<file path="config.mk">
export PLATFORM = sky130hd
export DESIGN_NAME = pincfg_unit
export DESIGN_NICKNAME = d
export VERILOG_FILES = /design/src/rtl/pincfg_pkg.sv /design/src/rtl/pincfg_ctrl.sv /design/src/rtl/pincfg_dp.sv /design/src/rtl/pincfg_unit.sv
export SDC_FILE = /design/constraint.sdc
export NUM_CORES = 1
export LEC_CHECK = 0
export BUFFER_PORTS_ARGS = -buffer_cell sky130_fd_sc_hd__buf_2
export CORE_UTILIZATION = 51
export CTS_BUF_LIST = sky130_fd_sc_hd__clkbuf_8
export DETAILED_ROUTE_END_ITERATION = 10
export MAX_ROUTING_LAYER = met4
export PLACE_DENSITY = 0.83
export SLEW_MARGIN = 10
export SYNTH_ARGS = -nofsm -noshare
export SYNTH_HDL_FRONTEND = slang
export SYNTH_SLANG_ARGS = --single-unit
export TNS_END_PERCENT = 100
</file>
<file path="constraint.sdc">
create_clock -name clk -period 2.8 [get_ports clk]
set_input_delay 0.7 -clock clk [delete_from_list [all_inputs] [get_ports clk]]
set_output_delay 0.7 -clock clk [all_outputs]
set_load 0.02 [all_outputs]
</file>
<file path="src/rtl/pincfg_pkg.sv">
`timescale 1ns/1ps
package pincfg_pkg;
  localparam int PIN_COUNT  = 32;
  localparam int PAIR_COUNT = PIN_COUNT / 2;
  localparam int HALF_PINS  = PIN_COUNT / 2;
  localparam int SEL_W      = 4;
  localparam int PIN_W      = $clog2(PIN_COUNT);
  localparam int CFG_WORDS  = PIN_COUNT / 4;
  localparam int SEL_WORDS  = PAIR_COUNT / 4;
  localparam int WIDX_W     = $clog2(CFG_WORDS);

  // live bits of a per-pin configuration byte
  localparam int CB_MUX  = 0;
  localparam int CB_IN   = 1;
  localparam int CB_PULL = 2;
  localparam int CB_DRV  = 6;

  // bulk word fields
  localparam int BK_MASK_LSB = 0;
  localparam int BK_MUX      = 16;
  localparam int BK_IN       = 17;
  localparam int BK_PULL     = 18;
  localparam int BK_DRV      = 22;
  localparam int BK_SEL_LSB  = 24;
  localparam int BK_SELWR    = 28;
  localparam int BK_CFGWR    = 30;
  localparam int BK_HALF     = 31;

  typedef struct packed {
    logic drvStr;
    logic pullEn;
    logic inEn;
    logic muxEn;
  } pinCfg_t;

  typedef struct packed {
    logic [PIN_COUNT-1:0]  cfgWe;    // direct byte write, per pin
    logic [PAIR_COUNT-1:0] selWe;    // direct byte write, per pin pair
    logic                  bulkCfg;  // bulk word carries configuration
    logic                  bulkSel;  // bulk word carries select code
    logic [PIN_COUNT-1:0]  bulkPins; // pins addressed by the bulk word
    logic                  rdCfg;
    logic                  rdSel;
    logic [WIDX_W-1:0]     rdWord;
  } strobe_t;

  function automatic pinCfg_t cfgFromByte(logic [7:0] b);
    pinCfg_t c;
    c.muxEn  = b[CB_MUX];
    c.inEn   = b[CB_IN];
    c.pullEn = b[CB_PULL];
    c.drvStr = b[CB_DRV];
    return c;
  endfunction

  function automatic logic [7:0] cfgToByte(pinCfg_t c);
    logic [7:0] b;
    b = '0;
    b[CB_MUX]  = c.muxEn;
    b[CB_IN]   = c.inEn;
    b[CB_PULL] = c.pullEn;
    b[CB_DRV]  = c.drvStr;
    return b;
  endfunction

  function automatic pinCfg_t cfgFromBulk(logic [31:0] w);
    pinCfg_t c;
    c.muxEn  = w[BK_MUX];
    c.inEn   = w[BK_IN];
    c.pullEn = w[BK_PULL];
    c.drvStr = w[BK_DRV];
    return c;
  endfunction
endpackage

</file>
<file path="src/rtl/pincfg_ctrl.sv">
`timescale 1ns/1ps
module pincfg_ctrl
  import pincfg_pkg::*;
#(
  parameter int ADDR_W    = 5,
  parameter int CFG_WORD  = 16,
  parameter int SEL_WORD  = 12,
  parameter int BULK_WORD = 10
) (
  input  logic                 busWe,
  input  logic [ADDR_W-1:0]    busAddr,
  input  logic [3:0]           busBe,
  input  logic [HALF_PINS-1:0] bulkMask,
  input  logic                 bulkHalf,
  input  logic                 bulkCfgWr,
  input  logic                 bulkSelWr,
  output strobe_t              strobe
);
  localparam logic [ADDR_W-1:0] CFG_A  = ADDR_W'(CFG_WORD);
  localparam logic [ADDR_W-1:0] SEL_A  = ADDR_W'(SEL_WORD);
  localparam logic [ADDR_W-1:0] BULK_A = ADDR_W'(BULK_WORD);
  localparam logic [ADDR_W-1:0] CFG_N  = ADDR_W'(CFG_WORDS);
  localparam logic [ADDR_W-1:0] SEL_N  = ADDR_W'(SEL_WORDS);

  logic [ADDR_W-1:0] cfgOff;
  logic [ADDR_W-1:0] selOff;
  logic cfgHit;
  logic selHit;
  logic bulkHit;
  logic bulkFire;

  always_comb begin
    cfgOff   = busAddr - CFG_A;
    selOff   = busAddr - SEL_A;
    cfgHit   = (busAddr >= CFG_A) && (cfgOff < CFG_N);
    selHit   = (busAddr >= SEL_A) && (selOff < SEL_N);
    bulkHit  = (busAddr == BULK_A);
    bulkFire = busWe && bulkHit;
  end

  always_comb begin
    strobe = '0;
    for (int p = 0; p < PIN_COUNT; p++) begin
      strobe.cfgWe[p] = busWe && cfgHit && (cfgOff == ADDR_W'(p / 4)) && busBe[p % 4];
    end
    for (int q = 0; q < PAIR_COUNT; q++) begin
      strobe.selWe[q] = busWe && selHit && (selOff == ADDR_W'(q / 4)) && busBe[q % 4];
    end
    strobe.bulkCfg  = bulkFire && bulkCfgWr;
    strobe.bulkSel  = bulkFire && bulkSelWr;
    strobe.bulkPins = bulkHalf ? {bulkMask, {HALF_PINS{1'b0}}}
                               : {{HALF_PINS{1'b0}}, bulkMask};
    strobe.rdCfg    = cfgHit;
    strobe.rdSel    = selHit;
    strobe.rdWord   = cfgHit ? cfgOff[WIDX_W-1:0] : selOff[WIDX_W-1:0];
  end
endmodule

</file>
<file path="src/rtl/pincfg_dp.sv">
`timescale 1ns/1ps
module pincfg_dp
  import pincfg_pkg::*;
(
  input  logic                       clk,
  input  logic                       rstN,
  input  strobe_t                    strobe,
  input  logic [31:0]                busWdata,
  output logic [31:0]                busRdata,
  output logic [PIN_COUNT-1:0]       pinMuxEn,
  output logic [PIN_COUNT-1:0]       pinInEn,
  output logic [PIN_COUNT-1:0]       pinPullEn,
  output logic [PIN_COUNT-1:0]       pinDrvStr,
  output logic [PIN_COUNT*SEL_W-1:0] pinSel
);
  logic [7:0]       cfgByte [PIN_COUNT];
  logic [SEL_W-1:0] selNib  [PIN_COUNT];
  pinCfg_t          bulkCfgVal;

  assign bulkCfgVal = cfgFromBulk(busWdata);

  for (genvar p = 0; p < PIN_COUNT; p++) begin : g_pin
    localparam int LANE     = p % 4;
    localparam int PAIR     = p / 2;
    localparam int PAIRLANE = PAIR % 4;
    localparam int NIB      = p % 2;

    pinCfg_t          cfgQ;
    logic [SEL_W-1:0] selQ;

    always_ff @(posedge clk or negedge rstN) begin
      if (!rstN) begin
        cfgQ <= '0;
      end else if (strobe.cfgWe[p]) begin
        cfgQ <= cfgFromByte(busWdata[8*LANE +: 8]);
      end else if (strobe.bulkCfg && strobe.bulkPins[p]) begin
        cfgQ <= bulkCfgVal;
      end
    end

    always_ff @(posedge clk or negedge rstN) begin
      if (!rstN) begin
        selQ <= '0;
      end else if (strobe.selWe[PAIR]) begin
        selQ <= busWdata[8*PAIRLANE + SEL_W*NIB +: SEL_W];
      end else if (strobe.bulkSel && strobe.bulkPins[p]) begin
        selQ <= busWdata[BK_SEL_LSB +: SEL_W];
      end
    end

    assign pinMuxEn[p]             = cfgQ.muxEn;
    assign pinInEn[p]              = cfgQ.inEn;
    assign pinPullEn[p]            = cfgQ.pullEn;
    assign pinDrvStr[p]            = cfgQ.drvStr;
    assign pinSel[SEL_W*p +: SEL_W] = selQ;
    assign cfgByte[p]              = cfgToByte(cfgQ);
    assign selNib[p]               = selQ;
  end

  always_comb begin
    logic [PIN_W-1:0] idx;
    busRdata = '0;
    idx      = '0;
    for (int l = 0; l < 4; l++) begin
      if (strobe.rdCfg) begin
        idx = PIN_W'(int'(strobe.rdWord) * 4 + l);
        busRdata[8*l +: 8] = cfgByte[idx];
      end else if (strobe.rdSel) begin
        idx = PIN_W'((int'(strobe.rdWord) * 4 + l) * 2);
        busRdata[8*l +: 8] = {selNib[idx | PIN_W'(1)], selNib[idx]};
      end
    end
  end
endmodule

</file>
<file path="src/rtl/pincfg_unit.sv">
`timescale 1ns/1ps
module pincfg_unit
  import pincfg_pkg::*;
#(
  parameter int ADDR_W    = 5,
  parameter int CFG_WORD  = 16,
  parameter int SEL_WORD  = 12,
  parameter int BULK_WORD = 10
) (
  input  logic                       clk,
  input  logic                       rstN,
  input  logic                       busWe,
  input  logic [ADDR_W-1:0]          busAddr,
  input  logic [3:0]                 busBe,
  input  logic [31:0]                busWdata,
  output logic [31:0]                busRdata,
  output logic [PIN_COUNT-1:0]       pinMuxEn,
  output logic [PIN_COUNT-1:0]       pinInEn,
  output logic [PIN_COUNT-1:0]       pinPullEn,
  output logic [PIN_COUNT-1:0]       pinDrvStr,
  output logic [PIN_COUNT*SEL_W-1:0] pinSel
);
  strobe_t strobe;

  pincfg_ctrl #(
    .ADDR_W   (ADDR_W),
    .CFG_WORD (CFG_WORD),
    .SEL_WORD (SEL_WORD),
    .BULK_WORD(BULK_WORD)
  ) u_ctrl (
    .busWe    (busWe),
    .busAddr  (busAddr),
    .busBe    (busBe),
    .bulkMask (busWdata[BK_MASK_LSB +: HALF_PINS]),
    .bulkHalf (busWdata[BK_HALF]),
    .bulkCfgWr(busWdata[BK_CFGWR]),
    .bulkSelWr(busWdata[BK_SELWR]),
    .strobe   (strobe)
  );

  pincfg_dp u_dp (
    .clk      (clk),
    .rstN     (rstN),
    .strobe   (strobe),
    .busWdata (busWdata),
    .busRdata (busRdata),
    .pinMuxEn (pinMuxEn),
    .pinInEn  (pinInEn),
    .pinPullEn(pinPullEn),
    .pinDrvStr(pinDrvStr),
    .pinSel   (pinSel)
  );
endmodule

</file>
# Yosys cells after proc, flatten, opt, wreduce, memory -nomap -nowiden
# Index checks and enable logic that the tools add are counted.
dict set report totals {
  output_inout_bits 288
  inputBits 44
  memories 0
  ramBits 0
  register_bits 256
  mem_bits_ro 0
  elab_cells 575
  latch_bits 0
}
dict set report classes {
  addsub 5
  multipliers 0
  shifts 0
  eq_ne 11
  div_mod_pow 0
  n_mux 174
  n_reduce_logical 197
  order_cmp 16
  n_bitwise 12
}
# cell count
set op_table {}
lappend op_table {{$mux 4} 144}
lappend op_table {{$bmux 4 s5} 8}
lappend op_table {{$bmux 8 s5} 4}
lappend op_table {{$logic_and 1x1->1} 131}
lappend op_table {{$mux 8} 16}
lappend op_table {{$reduce_bool 2->1} 64}
lappend op_table {{$ge 6x6->1 const B} 12}
lappend op_table {{$not 5->6} 12}
lappend op_table {{$mux 32} 1}
lappend op_table {{$eq 5x2->1 const B} 4}
lappend op_table {{$eq 5x3->1 const B} 4}
lappend op_table {{$add 5x2->5 const B} 2}
lappend op_table {{$eq 5x1->1 const B} 2}
lappend op_table {{$logic_not 5->1} 2}
lappend op_table {{$add 5x1->5 const B} 1}
lappend op_table {{$eq 5x4->1 const B} 1}
lappend op_table {{$ge 5x4->1 const B} 1}
lappend op_table {{$ge 5x5->1 const B} 1}
lappend op_table {{$lt 5x3->1 const B} 1}
lappend op_table {{$lt 5x4->1 const B} 1}
lappend op_table {{$sub 5x4->5 const B} 1}
lappend op_table {{$sub 5x5->5 const B} 1}
lappend op_table {{$mux 3} 1}

# Logic depth before layout (Yosys ltp)
# Gate-level depths: netlist of run 1.
dict set report logic_depth {
  ltp_word 11
  ltp_mapped 8
  ltp_nobuf 6
}

# Cells and area by module
# Synthesis of run 1 repeated with hierarchy kept, for this count alone.
dict set report hier_totals {
  cells_unflattened 1371
  hier_area_um2 14277.4
}
# mod cells_per_inst area_each_um2 seq_area_each_um2 n_inst
set by_module_without_submodules {}
lappend by_module_without_submodules {pincfg_dp 1232 13441.6 6406.1 1}
lappend by_module_without_submodules {pincfg_ctrl 139 835.8 0.0 1}

# Worst setup path before layout of run 1
# No wires, ideal clock.
dict set report synth_timing {
  kind {input -> output}
  from {input port busAddr[2]}
  to {output port busRdata[0]}
  arrival_time_ps 2494
  t_required_ps 2100
  slack_ps -394
  cell_stages 5
  n_path_buf 1
  cell_sequence {ha_1 -> or3b_4 -> a2111o_1 -> clkbuf_1 -> o21ai_0}
}
dict set report synth_between {
  elab_chain_cells 10
  elab_cells_between_ends 19
  classes_between {add/sub (2); order compare (4); mux (9); bitwise (2); reduce/logical (2)}
}
# element line_no
set synth_rtl {}
lappend synth_rtl {{from (decl)} pincfg_unit.sv:13} ;# input logic [ADDR_W-1:0] busAddr,
lappend synth_rtl {{$sub 5x5->5} pincfg_ctrl.sv:33} ;# cfgOff = busAddr - CFG_A;
lappend synth_rtl {{$lt 5x4->1} pincfg_ctrl.sv:35} ;# cfgHit = (busAddr >= CFG_A) && (cfgOff < CFG_N);
lappend synth_rtl {{$logic_and 1x1->1} pincfg_ctrl.sv:35}
lappend synth_rtl {{$mux 3} pincfg_ctrl.sv:55} ;# strobe.rdWord = cfgHit ? cfgOff[WIDX_W-1:0] : selOff[WIDX_W-1:0];
lappend synth_rtl {{$not 5->6 (implied by the code)} pincfg_dp.sv:70} ;# busRdata[8*l +: 8] = {selNib[idx | PIN_W'(1)], selNib[idx]};
lappend synth_rtl {{$bmux 4 s5} pincfg_dp.sv:70}
lappend synth_rtl {{$mux 4 (implied by the code) (2 in series)} pincfg_dp.sv:70}
lappend synth_rtl {{$mux 8} pincfg_dp.sv:68} ;# end else if (strobe.rdSel) begin
lappend synth_rtl {{$mux 8 *} pincfg_dp.sv:65} ;# if (strobe.rdCfg) begin
lappend synth_rtl {{to (decl)} pincfg_unit.sv:16} ;# output logic [31:0] busRdata,
# Mark *: on every way between the ends. The rest lies on a longest branch, timed or not. The select of a mux whose other input is x is not followed.

# Worst setup path after layout of run 1
dict set report layout_timing {
  from {input port busAddr[3]}
  to {output port busRdata[26]}
}
dict set report layout_between {
  elab_chain_cells 11
  elab_cells_between_ends 20
  classes_between {add/sub (3); order compare (4); mux (9); bitwise (2); reduce/logical (2)}
}
# element line_no
set layout_rtl {}
lappend layout_rtl {{$sub 5x5->5} pincfg_ctrl.sv:33}
lappend layout_rtl {{$lt 5x4->1} pincfg_ctrl.sv:35}
lappend layout_rtl {{$logic_and 1x1->1} pincfg_ctrl.sv:35}
lappend layout_rtl {{$mux 3} pincfg_ctrl.sv:55}
lappend layout_rtl {{$add 5x2->5} pincfg_dp.sv:66} ;# idx = PIN_W'(int'(strobe.rdWord) * 4 + l);
lappend layout_rtl {{$not 5->6 (implied by the code)} pincfg_dp.sv:70}
lappend layout_rtl {{$bmux 4 s5} pincfg_dp.sv:70}
lappend layout_rtl {{$mux 4 (implied by the code) (2 in series)} pincfg_dp.sv:70}
lappend layout_rtl {{$mux 8} pincfg_dp.sv:68}
lappend layout_rtl {{$mux 8 *} pincfg_dp.sv:65}
# Marked as above.

==> results of run 1 <==
[metrics by stage]
step / instances / hold WS (ns) / total power, mW
after floorplan: 1346 / 0.404 / 6.08
after global placement: 2059 / 0.511 / 7.12
after detailed placement: 2059 / 0.520 / 7.21
after CTS: 2144 / 0.0883 / 10.5
after global routing: 2147 / 0.0962 / 11.0
final: 2150 / 0.0799 / 10.6
[report_power, final]
| group | internal (mW) | switching [mW] |
|---|---|---|
| logic | 1.05 | 1.62 |
| registers | 4.15 | 0.437 |
| clock network | 1.74 | 1.55 |
[final cells by class]
type | instances | area, sq um
Fill cell | 2055 | 8960
Tap cell | 378 | 473
Timing Repair Buffer | 471 | 3270
Multi-Input combinational cell | 934 | 7850
Clock buffer | 54 | 743
Clock inverter | 24 | 110
Antenna cell | 5 | 12.5
Sequential cell | 256 | 6410
Inverter | 28 | 105
[synthesized netlist by cell type, drive strengths merged, types with 19 or more instances]
library cell  number  area (sq um)
a21oi            111           559
a221o             30           300
and3              42           263
buf               45           231
clkbuf            83           313
dfrtp            256          6410
inv               28           105
mux2              48           541
mux2i            157          1570
mux4              64          1440
nand2             85           319
nand3             53           265
nand4             21           131
nor2              96           360
nor2b             22           138
nor3              19           105
o21ai             77           385
[path summary, 6_finish.rpt]
path | from | to | slack (ns) | cells past startpoint
worst min-delay path | rstN | u_dp.pinPullEn[20]$_DFFE_PN0P_ | 0.08 | 1
worst max-delay path | busAddr[3] | busRdata[26] | -0.30 | 8
worst min register to register | u_dp.pinDrvStr[26]$_DFFE_PN0P_ | u_dp.pinDrvStr[26]$_DFFE_PN0P_ | 0.53 | 1
min in group clk | busWdata[23] | u_dp.g_pin[13].selQ[3]$_DFFE_PN0P_ | 0.42 | 3
max in group asynchronous | rstN | u_dp.pinInEn[2]$_DFFE_PN0P_ | 1.77 | 2
worst max register to register | u_dp.g_pin[31].selQ[2]$_DFFE_PN0P_ | u_dp.g_pin[31].selQ[2]$_DFFE_PN0P_ | 1.85 | 2
[per-layer routing]
layer | track usage [%] | vias up
li1 | - | 5794
met1 | 47.9 | 6802
met2 | 59.5 | 1022
met3 | 7.89 | 212
met4 | 19.6 | 0
met5 | - | -
[sequential cells by signal (all words and copies together), names as in the netlist]
register and flops:
u_dp.g_pin.selQ 128, u_dp.pinDrvStr 32, u_dp.pinInEn 32, u_dp.pinMuxEn 32, u_dp.pinPullEn 32
[cells by family after synthesis]
logic type	count (synthesis)	synth area share, %
AO/OA/AOI/OAI	282	13.5
flip-flops	256	44.0
XOR/XNOR	2	0.120
buffers and inverters	156	4.46
AND/OR/NAND/NOR	376	13.1
multiplexers	269	24.4
adder cells (fa/ha/maj)	5	0.430
[worst reg2reg max path: cells and delay by family, from the launching register on]
kind             cells  cell delay [ns]
AO/OA/AOI/OAI        1             0.27
flip-flops           1             0.41
AND/OR/NAND/NOR      1             0.15
[repair_timing]
action                                  in CTS  in global routing
cloned                                       4                  1
hold buffers                                 0                  0
pin swaps                                    2                  1
hold endpoints to repair                     0                  0
endpoints found under the setup margin      32                 32
gates resized for setup                     71                 10
setup buffers                                3                  1
==> impl_metrics.csv, run 1 <==
group,metric,value,unit
logic_synthesis,post_synth.cell_area_avg,10.8,sq um
placed_design,post_dp_cell_area,17700,sq um
cts,cts_inserted_buffers,44,
cells_and_area,layout-area-overhead-vs-synth,30.3,%
sta,timing.final.hold_violations,0,
cells_and_area,layout.nets,1784,
worst_setup_path,critical_path_class,"input pin to output pin",
floorplanning,placement_rows,61,
floorplanning,die-area,29200,sq um
routing,drtAntennaViolNets,0,
floorplanning,die_height,171,um
cts,htree_num_levels,2,
logic_synthesis,synth-edff-count,0,
logic_synthesis,number_of_synthesized_register_bits,256,
routing,routed_via_density,6.43,
placed_design,place.gp.congestion,0.989,
sta,timing_worst_slew_pin_value,0.875,ns
logic_synthesis,synth_seq_area_share,44.0,%
routing,highest_routing_layer_actually_used,"met4",
floorplanning,design.core.area,27900,sq um
routing,firstDrtPassIters,6,
worst_setup_path,critPathMaxStageDelay,0.52,ns
worst_setup_path,crit_path_top_delay_cell,"a2111o_2",
sta,final_period_minus_worst_setup_slack,3.10,ns
cells_and_area,post_route_cells_drive_above_1_share,39.9,%
worst_setup_path,cp.required,2.10,ns
worst_setup_path,critical_path.n_buffers_inverters,4,
worst_setup_path,crit_path_frequent_cell,"buf_12",
routing,wl_met1,19900,um
global_route,grt_pass1_vias,13600,
power,power_per_cell_area,556,nW/um^2
logic_synthesis,synthesis.yosys.warnings,0,
sta,postLayoutSetupSlackWorst,-0.301,ns
cts,clock_pin_slew_on_the_worst_setup_and_hold_paths,0.06,ns
worst_setup_path,setup.worst_path.start_class,"input pin",
sta,fin_tns_setup,-8.76,ns
logic_synthesis,synth_cell_type_count,62,
sta,unrepaired_setup_endpoints_after_global_routing,"true",
sta,timing.slew.headroom,41.7,%
logic_synthesis,synth_cells,1346,
cells_and_area,layout_commonest_cell,"buf_2",
run,maxCapViolCount,0,
sta,final-max-slew-violation-count,0,
cts,source_to_sink_clock_delay_at_the_later_pin_of_the_worst_skew_pair,0.55,ns
cells_and_area,final_area,19000,sq um
cts,clock-root-buffer,"clkbuf_8",
cells_and_area,final_cell_mix,"buf_2, dfrtp_1, mux2i_1, buf_4, a21oi_1",
sta,fmax,322,MHz
floorplanning,die_outline_width,171,um
logic_synthesis,mappedNetlistArea,14600,sq um
routing,first_iter_violations,1598,
global_route,antenna_violations_before_repair,2,
status,violations,"setup timing",
global_route,track_usage,38.4,%
routing,drt_wl_total,54900,um
status,run_status,"complete, but fails checks",
worst_setup_path,cp.arrival,2.40,ns
cts,cts_num_sinks,256,
routing,detail_route.drc_violations,0,
routing,met2_routed_wl,25600,um
floorplanning,initial_utilization,52.1,%
logic_synthesis,ys_async_sr_fraction,100,%
logic_synthesis,ys_dominant_reg_cell,"dfrtp_1",
placed_design,place_worst_setup_slack,-0.303,ns
routing,route.detailed.wl_per_inst,25.5,um
worst_setup_path,timing.critical_path.cells,"buf_8 > ha_4 > or3b_4 > a2111o_2 > buf_12 > buf_12 > o21ai_4 > buf_6",
global_route,grt_start_max_net_pins,66,
floorplanning,io_pins,332,
placed_design,portBuffers,331,
worst_setup_path,critical-path-top-delay-family,"compound AO/OA/AOI/OAI gates",
cells_and_area,postLayoutCoreUtil,67.9,%
sta,setup_viol_count_final,32,
worst_setup_path,end_kind,"output pin",
power,vdd_ir_drop_max,0.349,mV
placed_design,hpwl,39100,um
sta,finClkSkew,0,ns
logic_synthesis,syn-num-nets,1395,
worst_setup_path,critical_path.max_fanout,6,
cts,tritoncts_clock_tree,"yes",
power,power_leakage,9.48,nW
cts,maximum_number_of_buffers_from_clock_root_to_sink,3,
routing,via_count,13800,
global_route,grt-ovfl-total,0,
routing,routed-wl-met3,6450,um
global_route,grt_first_pass_wirelength,81600,um
sta,min_period_over_period,111,%
worst_hold_path,hp-class,"input pin to async pin",
No activity file was read; power rests on OpenSTA's default activity.
==> run 2: changes to the inputs <==
--- a/config.mk
+++ b/config.mk
@@ -5,14 +5,15 @@
 export SDC_FILE = /design/constraint.sdc
 export NUM_CORES = 1
 export LEC_CHECK = 0
+export ABC_CLOCK_PERIOD_IN_PS = 2800
 export BUFFER_PORTS_ARGS = -buffer_cell sky130_fd_sc_hd__buf_2
 export CORE_UTILIZATION = 51
 export CTS_BUF_LIST = sky130_fd_sc_hd__clkbuf_8
 export DETAILED_ROUTE_END_ITERATION = 10
 export MAX_ROUTING_LAYER = met4
-export PLACE_DENSITY = 0.83
+export PLACE_DENSITY = 0.79
 export SLEW_MARGIN = 10
 export SYNTH_ARGS = -nofsm -noshare
 export SYNTH_HDL_FRONTEND = slang
 export SYNTH_SLANG_ARGS = --single-unit
-export TNS_END_PERCENT = 100
+export TNS_END_PERCENT = 5
==> impl_metrics.csv, run 2 (synthesis gave the netlist of run 1 again) <==
group,metric,value,unit
cells_and_area,post_route_cells_drive_above_1_share,39.7,%
sta,final-max-slew-violation-count,0,
floorplanning,die_height,171,um
global_route,grt-ovfl-total,0,
routing,route.detailed.wl_per_inst,24.7,um
global_route,grt_pass1_vias,13000,
floorplanning,io_pins,332,
floorplanning,placement_rows,61,
placed_design,portBuffers,331,
placed_design,hpwl,37900,um
sta,setup_viol_count_final,32,
cts,tritoncts_clock_tree,"yes",
worst_setup_path,critical-path-top-delay-family,"compound AO/OA/AOI/OAI gates",
sta,final_period_minus_worst_setup_slack,3.03,ns
routing,firstDrtPassIters,5,
cts,clock_pin_slew_on_the_worst_setup_and_hold_paths,0.06,ns
status,violations,"setup timing",
floorplanning,initial_utilization,52.1,%
placed_design,place_worst_setup_slack,-0.351,ns
floorplanning,die-area,29200,sq um
worst_setup_path,critical_path_class,"input pin to output pin",
worst_setup_path,setup.worst_path.start_class,"input pin",
sta,min_period_over_period,108,%
cts,cts_hold_buffers,0,
cells_and_area,postLayoutCoreUtil,67.6,%
cts,source_to_sink_clock_delay_at_the_later_pin_of_the_worst_skew_pair,0.55,ns
global_route,antenna_violations_before_repair,3,
floorplanning,die_outline_width,171,um
cts,maximum_number_of_buffers_from_clock_root_to_sink,3,
cells_and_area,layout-area-overhead-vs-synth,29.6,%
routing,first_iter_violations,1384,
sta,fmax,330,MHz
sta,timing_worst_slew_pin_value,0.874,ns
power,vdd_ir_drop_max,0.313,mV
worst_hold_path,hp-class,"input pin to async pin",
floorplanning,design.core.area,27900,sq um
global_route,track_usage,36.9,%
routing,detail_route.drc_violations,0,
worst_setup_path,critical_path.n_buffers_inverters,3,
worst_setup_path,crit_path_top_delay_cell,"a2111o_2",
power,power_leakage,9.43,nW
cells_and_area,nFillCells,2108,
worst_setup_path,end_kind,"output pin",
cells_and_area,largest_register_ff_count,128,
sta,postLayoutSetupSlackWorst,-0.228,ns
cells_and_area,register_with_the_most_flip_flops,"u_dp.g_pin.selQ",
cells_and_area,final_cell_mix,"buf_2, dfrtp_1, mux2i_1, buf_4, a21oi_1",
power,power_per_cell_area,552,nW/um^2
routing,via_count,13700,
sta,finClkSkew,0,ns
cts,clock-root-buffer,"clkbuf_8",
routing,drt_wl_total,53000,um
cts,cts_num_sinks,256,
worst_setup_path,critical_path.max_fanout,5,
worst_setup_path,critPathMaxStageDelay,0.56,ns
sta,unrepaired_setup_endpoints_after_global_routing,"true",
cts,cts_inserted_buffers,43,
global_route,grt_first_pass_wirelength,78400,um
worst_setup_path,cp.arrival,2.33,ns
placed_design,place.gp.congestion,0.948,
run,maxCapViolCount,0,
sta,timing.final.hold_violations,0,
routing,routed_via_density,6.37,
global_route,grt_start_max_net_pins,101,
worst_setup_path,crit_path_frequent_cell,"buf_6",
cells_and_area,layout.nets,1779,
status,run_status,"complete, but fails checks",
sta,timing.slew.headroom,41.7,%
cts,htree_num_levels,2,
cells_and_area,layout_commonest_cell,"buf_2",
worst_setup_path,timing.critical_path.cells,"buf_8 > ha_4 > or3b_4 > a2111o_2 > buf_6 > o21ai_4 > buf_6",
sta,whs,0.133,ns
routing,drtAntennaViolNets,0,
worst_setup_path,cp.required,2.10,ns
## run 2: cell count changes in the layout (fill, tap and decap cells not counted), sizes merged
cell | previous run | this run
buf | 470 | 466
clkbuf | 55 | 51
inv | 44 | 47
diode | 5 | 4
clkinv | 4 | 8
clkinvlp | 4 | 3
## run 2: metrics by stage
stage               setup TNS, ns  instance area, sq um  power, mW  cells
finish                      -6.62                 18900       10.4   2147
global route                -7.69                 18900       10.8   2146
CTS                         -8.06                 18800       10.4   2145
detailed placement         -20.33                 17700       7.20   2061
global placement           -16.72                 17700       7.12   2061
floorplan                   -3.41                 14900       6.08   1346
## run 2: worst paths after layout
check	slack, ns	endpoint	startpoint	cells past startpoint
worst max-delay path	-0.23	busRdata[26]	busAddr[3]	7
worst min-delay path	0.13	u_dp.pinDrvStr[20]$_DFFE_PN0P_	rstN	2
worst max register to register	1.82	u_dp.g_pin[16].selQ[0]$_DFFE_PN0P_	u_dp.g_pin[16].selQ[0]$_DFFE_PN0P_	2
worst min register to register	0.52	u_dp.g_pin[22].selQ[0]$_DFFE_PN0P_	u_dp.g_pin[22].selQ[0]$_DFFE_PN0P_	1
max in group asynchronous	2.15	u_dp.g_pin[20].selQ[3]$_DFFE_PN0P_	rstN	2
min in group clk	0.41	u_dp.g_pin[20].selQ[3]$_DFFE_PN0P_	busWdata[19]	3
## run 2: layout make-up
cell class / count / area [sq um] / area share, %
clock inverter: 30 / 134 / 0.709
clock buffer: 50 / 688 / 3.64
antenna: 4 / 10.0 / 0.0530
timing repair buffer: 467 / 3210 / 17.0
sequential: 256 / 6410 / 33.9
multi-input combinational: 934 / 7860 / 41.6
inverter: 28 / 105 / 0.557
tap: 378 / 473 / 2.50
## run 2: per-layer routing
metal / vias to the layer above / GRT usage, % / wire length (um)
met5: - / - / 0
met4: 0 / 17.1 / 2410
met3: 165 / 8.51 / 5490
met2: 971 / 57.2 / 24900
met1: 6756 / 46.0 / 20200
li1: 5786 / - / -
## run 2: repair_timing
action | in CTS | in global routing
cloned | 2 | 0
endpoints found under the setup margin | 32 | 32
pin swaps | 2 | 2
setup buffers | 2 | 0
resized for setup | 63 | 26
## run 2: power by group
group / internal, mW / total, mW / switching, mW
clock: 1.64 / 3.19 / 1.55
combinational: 1.05 / 2.64 / 1.60
sequential: 4.15 / 4.58 / 0.434
## run 2: worst reg2reg max path, stage by stage (launching register included)
cell      delay [ns]
dfrtp_1         0.43
inv_1           0.05
o311ai_0        0.37
